[src/rtl/lockout_pkg.sv]
package lockout_pkg;

  parameter int unsigned LOCK_DEFAULT = 50;

  // Counter width: the largest signed distance seen is the lockout window
  // plus the worst backlog of due entries, so one sign bit on top suffices.
  function automatic int unsigned cnt_width(input int unsigned lock, input int unsigned n);
    return $clog2(lock + n + 1) + 1;
  endfunction

endpackage

[src/rtl/lockout_pick.sv]
module lockout_pick #(
  parameter int unsigned N = 4
) (
  input  logic         clk,
  input  logic         rst_n,
  input  logic [N-1:0] req,
  output logic [N-1:0] gnt,
  output logic         any
);

  always_comb begin
    logic found;
    found = 1'b0;
    gnt   = '0;
    for (int i = 0; i < N; i++) begin
      if (req[i] && !found) begin
        gnt[i] = 1'b1;
        found  = 1'b1;
      end
    end
  end

  assign any = |req;

  AST_GNT_ONEHOT: assert property (@(posedge clk) disable iff (!rst_n)
    $onehot0(gnt)) else $error("grant not one-hot");
  AST_GNT_IN_REQ: assert property (@(posedge clk) disable iff (!rst_n)
    (gnt & ~req) == '0) else $error("grant without request");

endmodule

[src/rtl/lockout_entry.sv]
module lockout_entry #(
  parameter int unsigned ADDR_W = 32,
  parameter int unsigned CNT_W  = 8,
  parameter int unsigned LOCK   = 50
) (
  input  logic              clk,
  input  logic              rst_n,
  input  logic [CNT_W-1:0]  now_i,
  input  logic              load_i,
  input  logic              pop_i,
  input  logic [ADDR_W-1:0] set_addr_i,
  input  logic              clr_valid_i,
  input  logic [ADDR_W-1:0] clr_addr_i,
  input  logic [ADDR_W-1:0] qry_addr_i,
  output logic              armed_o,
  output logic [ADDR_W-1:0] addr_o,
  output logic              set_match_o,
  output logic              qry_match_o,
  output logic              due_o
);

  logic              armed_q, armed_d;
  logic [ADDR_W-1:0] addr_q, addr_d;
  logic [CNT_W-1:0]  dl_q, dl_d;
  logic [CNT_W-1:0]  gap;
  logic              clr_hit;
  logic              en;

  assign clr_hit = clr_valid_i & armed_q & (addr_q == clr_addr_i);

  always_comb begin
    armed_d = armed_q;
    addr_d  = addr_q;
    dl_d    = dl_q;
    en      = 1'b0;
    if (load_i) begin
      en      = 1'b1;
      armed_d = 1'b1;
      addr_d  = set_addr_i;
      dl_d    = now_i + CNT_W'(LOCK);
    end else if (clr_hit || pop_i) begin
      en      = 1'b1;
      armed_d = 1'b0;
    end
  end

  always_ff @(posedge clk or negedge rst_n) begin
    if (!rst_n) begin
      armed_q <= 1'b0;
      addr_q  <= '0;
      dl_q    <= '0;
    end else if (en) begin
      armed_q <= armed_d;
      addr_q  <= addr_d;
      dl_q    <= dl_d;
    end
  end

  // Signed distance: non-negative once the counter has reached the deadline.
  assign gap         = now_i - dl_q;
  assign due_o       = armed_q & ~gap[CNT_W-1];
  assign armed_o     = armed_q;
  assign addr_o      = addr_q;
  assign set_match_o = armed_q & (addr_q == set_addr_i);
  assign qry_match_o = armed_q & (addr_q == qry_addr_i);

  AST_LOAD_ARMS: assert property (@(posedge clk) disable iff (!rst_n)
    load_i |=> armed_o) else $error("load did not arm");
  AST_FRESH_NOT_DUE: assert property (@(posedge clk) disable iff (!rst_n)
    load_i |=> !due_o) else $error("fresh entry already due");
  AST_POP_ONLY_DUE: assert property (@(posedge clk) disable iff (!rst_n)
    pop_i |-> due_o) else $error("pop of entry not due");
  AST_CLR_DISARMS: assert property (@(posedge clk) disable iff (!rst_n)
    (clr_hit && !load_i) |=> !armed_o) else $error("clear left entry armed");

endmodule

[src/rtl/lockout_timer_table.sv]
module lockout_timer_table #(
  parameter int unsigned ENTRIES     = 4,
  parameter int unsigned ADDR_W      = 32,
  parameter int unsigned LOCK_CYCLES = lockout_pkg::LOCK_DEFAULT
) (
  input  logic              clk,
  input  logic              rst_n,
  input  logic              set_valid,
  input  logic [ADDR_W-1:0] set_addr,
  output logic              set_full,
  input  logic              clr_valid,
  input  logic [ADDR_W-1:0] clr_addr,
  input  logic [ADDR_W-1:0] qry_addr,
  output logic              qry_locked,
  output logic              expire_valid,
  output logic [ADDR_W-1:0] expire_addr
);

  localparam int unsigned CNT_W = lockout_pkg::cnt_width(LOCK_CYCLES, ENTRIES);

  // Reset: asserted asynchronously, released on a clock edge.
  logic [1:0] rs_q;
  logic       rst_n_s;

  always_ff @(posedge clk or negedge rst_n) begin
    if (!rst_n) rs_q <= 2'b00;
    else        rs_q <= {rs_q[0], 1'b1};
  end
  assign rst_n_s = rs_q[1];

  // Free-running time base.
  logic [CNT_W-1:0] now_q, now_d;

  assign now_d = now_q + CNT_W'(1);

  always_ff @(posedge clk or negedge rst_n_s) begin
    if (!rst_n_s) now_q <= '0;
    else          now_q <= now_d;
  end

  logic [ENTRIES-1:0] armed, set_match, qry_match, due, load, pop;
  logic [ENTRIES-1:0] free_gnt;
  logic               free_any, due_any, hit_any;
  logic [ADDR_W-1:0]  slot_addr [ENTRIES];

  for (genvar g = 0; g < ENTRIES; g++) begin : g_slot
    lockout_entry #(
      .ADDR_W (ADDR_W),
      .CNT_W  (CNT_W),
      .LOCK   (LOCK_CYCLES)
    ) i_entry (
      .clk         (clk),
      .rst_n       (rst_n_s),
      .now_i       (now_q),
      .load_i      (load[g]),
      .pop_i       (pop[g]),
      .set_addr_i  (set_addr),
      .clr_valid_i (clr_valid),
      .clr_addr_i  (clr_addr),
      .qry_addr_i  (qry_addr),
      .armed_o     (armed[g]),
      .addr_o      (slot_addr[g]),
      .set_match_o (set_match[g]),
      .qry_match_o (qry_match[g]),
      .due_o       (due[g])
    );
  end

  lockout_pick #(.N(ENTRIES)) i_free_pick (
    .clk (clk),
    .rst_n (rst_n_s),
    .req (~armed),
    .gnt (free_gnt),
    .any (free_any)
  );

  lockout_pick #(.N(ENTRIES)) i_due_pick (
    .clk (clk),
    .rst_n (rst_n_s),
    .req (due),
    .gnt (pop),
    .any (due_any)
  );

  assign hit_any = |set_match;

  always_comb begin
    load = '0;
    if (set_valid) begin
      if (hit_any) load = set_match;
      else         load = free_gnt;
    end
  end

  assign set_full     = set_valid & ~hit_any & ~free_any;
  assign qry_locked   = |qry_match;
  assign expire_valid = due_any;

  always_comb begin
    expire_addr = '0;
    for (int i = 0; i < ENTRIES; i++) begin
      expire_addr = expire_addr | (slot_addr[i] & {ADDR_W{pop[i]}});
    end
  end

  AST_FULL_ALL_BUSY: assert property (@(posedge clk) disable iff (!rst_n_s)
    set_full |-> (&armed)) else $error("full with a free slot");
  AST_SINGLE_LOAD: assert property (@(posedge clk) disable iff (!rst_n_s)
    $onehot0(load)) else $error("set wrote more than one slot");
  AST_EXPIRE_HAS_OWNER: assert property (@(posedge clk) disable iff (!rst_n_s)
    expire_valid |-> ($countones(pop & armed) == 1)) else $error("timeout without armed slot");

endmodule

[config.mk]
export PLATFORM = sky130hd
export DESIGN_NAME = lockout_timer_table
export DESIGN_NICKNAME = d
export VERILOG_FILES = /design/src/rtl/lockout_pkg.sv /design/src/rtl/lockout_pick.sv /design/src/rtl/lockout_entry.sv /design/src/rtl/lockout_timer_table.sv
export SDC_FILE = /design/constraint.sdc
export NUM_CORES = 1
export LEC_CHECK = 0
export BUFFER_PORTS_ARGS = -buffer_cell sky130_fd_sc_hd__buf_4
export CELL_PAD_IN_SITES_DETAIL_PLACEMENT = 1
export CELL_PAD_IN_SITES_GLOBAL_PLACEMENT = 1
export CORE_UTILIZATION = 52
export CTS_BUF_LIST = sky130_fd_sc_hd__clkbuf_2 sky130_fd_sc_hd__clkbuf_4 sky130_fd_sc_hd__clkbuf_8
export CTS_CLUSTER_DIAMETER = 200
export DETAILED_ROUTE_END_ITERATION = 10
export PLACE_DENSITY = 0.93
export SLEW_MARGIN = 20
export SYNTH_ARGS = -nofsm -noshare
export SYNTH_HDL_FRONTEND = slang
export SYNTH_HIERARCHICAL = 1
export SYNTH_SLANG_ARGS = --single-unit
[constraint.sdc]
create_clock -name clk -period 11.75 [get_ports clk]
set_clock_uncertainty 0.15 [all_clocks]
set_input_delay 2.35 -clock clk [delete_from_list [all_inputs] [get_ports clk]]
set_output_delay 2.35 -clock clk [all_outputs]
set_load 0.1 [all_outputs]
==> results.sh <==
export IMPL_synth_top_family_by_area="XOR/XNOR gates"
export IMPL_synth_seq_cells=169
export IMPL_num_vias=10700
export IMPL_gp_congestion=1.03
export IMPL_syn_to_final_growth_pct=14.8
export IMPL_core_area_um2=22800
export IMPL_crit_type="in2out"
export IMPL_cp_max_fo=8
export IMPL_synthXorXnorAreaFrac=0.297
export IMPL_synthesis_area_um2=12100
export IMPL_rsz0062_at_grt="no"
export IMPL_n_antenna_cell=0
export IMPL_cts_buffer_depth=2
export IMPL_synth_avg_cell_area_um2=10.5
export IMPL_status="finished clean"
export IMPL_hpwl_um=37700
export IMPL_start_util=0.533
export IMPL_post_synth_top_area_fraction=0.348
export IMPL_ctsHoldBuffers=0
export IMPL_die_area_um2=24000
export IMPL_synthCells=1157
export IMPL_synth_compound_gate_area_share=0.0662
export IMPL_drive_above_1_share=0.252
export IMPL_startpoint_type="input pin"
export IMPL_drc=0
export IMPL_first_pass_iters=7
export IMPL_antenna_left=0
export IMPL_clk_latency_ns=0.48
export IMPL_worst_slew_pin_slew_ns=1.12
export IMPL_synthArstFlopShare=1.00
export IMPL_clkTransAtPathRegs_ns=0.10
export IMPL_hold_viol=0
export IMPL_reg2reg_depth=8
export IMPL_synth_area_leaders="dfrtp_1, xnor2_1, mux2_2, xor2_1, a22oi_1"
export IMPL_synth_top_area_cell="dfrtp_1"
export IMPL_fp_dieH_um=155
export IMPL_synthAdderAreaFrac=0.0258
export IMPL_cp_required_ns=9.25
export IMPL_h_tree_depth=4
export IMPL_clock_sinks=169
export IMPL_critPathCaptureType="primary output"
export IMPL_min_period_ns=7.77
export IMPL_maxCapViolations=0
export IMPL_fillers=2462
export IMPL_max_slew_margin_rel=0.250
export IMPL_r2r_end="g_slot[1].i_entry/addr_o[16]$_DFFE_PN0P_"
export IMPL_layout_worst_path_cycle_share=0.661
export IMPL_postCtsSetupBuffers=0
export IMPL_yosys_area_share_simple=0.109
export IMPL_tns_ns=0
export IMPL_via_per_inst=6.61
export IMPL_timing_rr_start="g_slot[1].i_entry/addr_o[24]$_DFFE_PN0P_"
export IMPL_grt_max_degree=66
export IMPL_port_buffers=134
export IMPL_grt_pass1_vias=11100
export IMPL_slew_violations=0
export IMPL_cts_root_buf="clkbuf_8"
export IMPL_cts_tree="built"
export IMPL_finalSetupViolCount=0
export IMPL_hold_path_class="reg2async"
export IMPL_wl_per_cell_um=31.2
export IMPL_yosys_mux_area_fraction=0.129
export IMPL_drt_iter0_drc=1124
export IMPL_synth_edf_count=0
export IMPL_yosys_warnings=6
export IMPL_synth_distinct_cells=41
export IMPL_grt_use_total=0.432
export IMPL_rows=55
export IMPL_num_nets_final=1412
export IMPL_antenna_found_initial=0
export IMPL_chipWidth_um=155
export IMPL_cts_inserted_buffers=17
export IMPL_synth_seq_area_share=0.348
export IMPL_cp_arrival_ns=5.27
export IMPL_grt_overflow=0
export IMPL_post_cts_resized=0
export IMPL_synth_nets=1282
export IMPL_fmax_mhz=129
export IMPL_io_pins=135
export IMPL_grt_pass1_wl_um=74700
export IMPL_synth_main_ff_cell="dfrtp_1"
export IMPL_rrSetupSlack_ns=7.05
export IMPL_drt_wl_total_um=50300
-- cell usage after synthesis (18+ instances only) --
| cell | instances |
|---|---|
| nor4_1 | 37 |
| a22oi_1 | 64 |
| nand3_1 | 18 |
| a21oi_1 | 22 |
| inv_1 | 36 |
| nand2_1 | 41 |
| dfrtp_1 | 169 |
| ha_1 | 25 |
| xor2_1 | 104 |
| clkbuf_1 | 18 |
| xnor2_1 | 308 |
| mux2_2 | 136 |
| nand4_1 | 75 |
-- sequential cells by signal (all words and copies together) (netlist names) --
signal,flops
now_q,7
g_slot.i_entry/addr_o,128
rs_q,2
g_slot.i_entry/dl_q,28
g_slot.i_entry/armed_o,4
-- cells by family after synthesis --
family | Yosys count
adders and majority gates | 25
and+or+nand+nor | 225
xor gates and xnor gates | 412
AOI/OAI and AO/OA | 115
other | 1
buffers and inverters | 70
DFF | 169
muxes | 140
-- per-stage QoR --
step / cell area [um^2] / hold WS (ns) / utilization / instances / setup slack [ns]
6_report: 13900 / 0.220 / 0.612 / 1613 / 3.98
5_1_grt: 13900 / 0.256 / 0.612 / 1613 / 3.96
4_1_cts: 13900 / 0.231 / 0.612 / 1613 / 4.17
3_5_place_dp: 13500 / 0.189 / 0.592 / 1581 / 4.32
3_3_place_gp: 13500 / 0.186 / 0.592 / 1581 / 4.47
2_1_floorplan: 12100 / 0.181 / - / 1157 / 4.80
-- worst max path at each step --
stage,start,endpoint,slack [ns],depth (start not counted)
after global routing,set_addr[24],set_full,3.96,9
after CTS,set_addr[24],set_full,4.17,9
after global placement,set_addr[2],set_full,4.47,9
after detailed placement,set_addr[7],set_full,4.32,9
after floorplan,set_addr[11],set_full,4.80,7
final,set_addr[24],set_full,3.98,9
-- area by class of cell --
| cell class | instances | area (um^2) | share of cell area |
|---|---|---|---|
| multi-input cells | 918 | 7640 | 0.548 |
| flip-flops and latches | 169 | 4230 | 0.304 |
| repair buffers | 145 | 1090 | 0.0781 |
| well taps | 313 | 392 | 0.0281 |
| clock buffers | 19 | 255 | 0.0183 |
| clock inverters | 13 | 186 | 0.0134 |
| inverters | 36 | 135 | 0.00970 |
-- worst max-delay path, cell delays in order --
cell	delay, ns
buf_4	0.15
xnor2_1	0.20
nand4_1	0.19
nor4_1	0.65
nand4_1	0.28
nor4_1	0.84
or4b_1	0.26
nor3_2	0.05
buf_4	0.28
-- per-layer routing --
metal  vias up  part of all wire  track usage
li1       4360                 -            -
met1      5445              0.39        0.568
met2       697              0.47        0.702
met3       163             0.089       0.0611
met4         0             0.056        0.207
met5         -                 0            0
-- cells in the final DEF (no fill, tap or decap), types with 22 or more instances in the layout --
| cell | count |
|---|---|
| xnor2_1 | 308 |
| dfrtp_1 | 168 |
| buf_4 | 145 |
| mux2_2 | 136 |
| xor2_1 | 104 |
| nand4_1 | 75 |
| a22oi_1 | 64 |
| nand2_1 | 41 |
| nor4_1 | 37 |
| inv_1 | 36 |
| ha_1 | 25 |
| a21oi_1 | 22 |
Power is left out: the tool's default activity adds up to more than one toggle a clock period on the data nets, which glitch-free logic cannot reach.
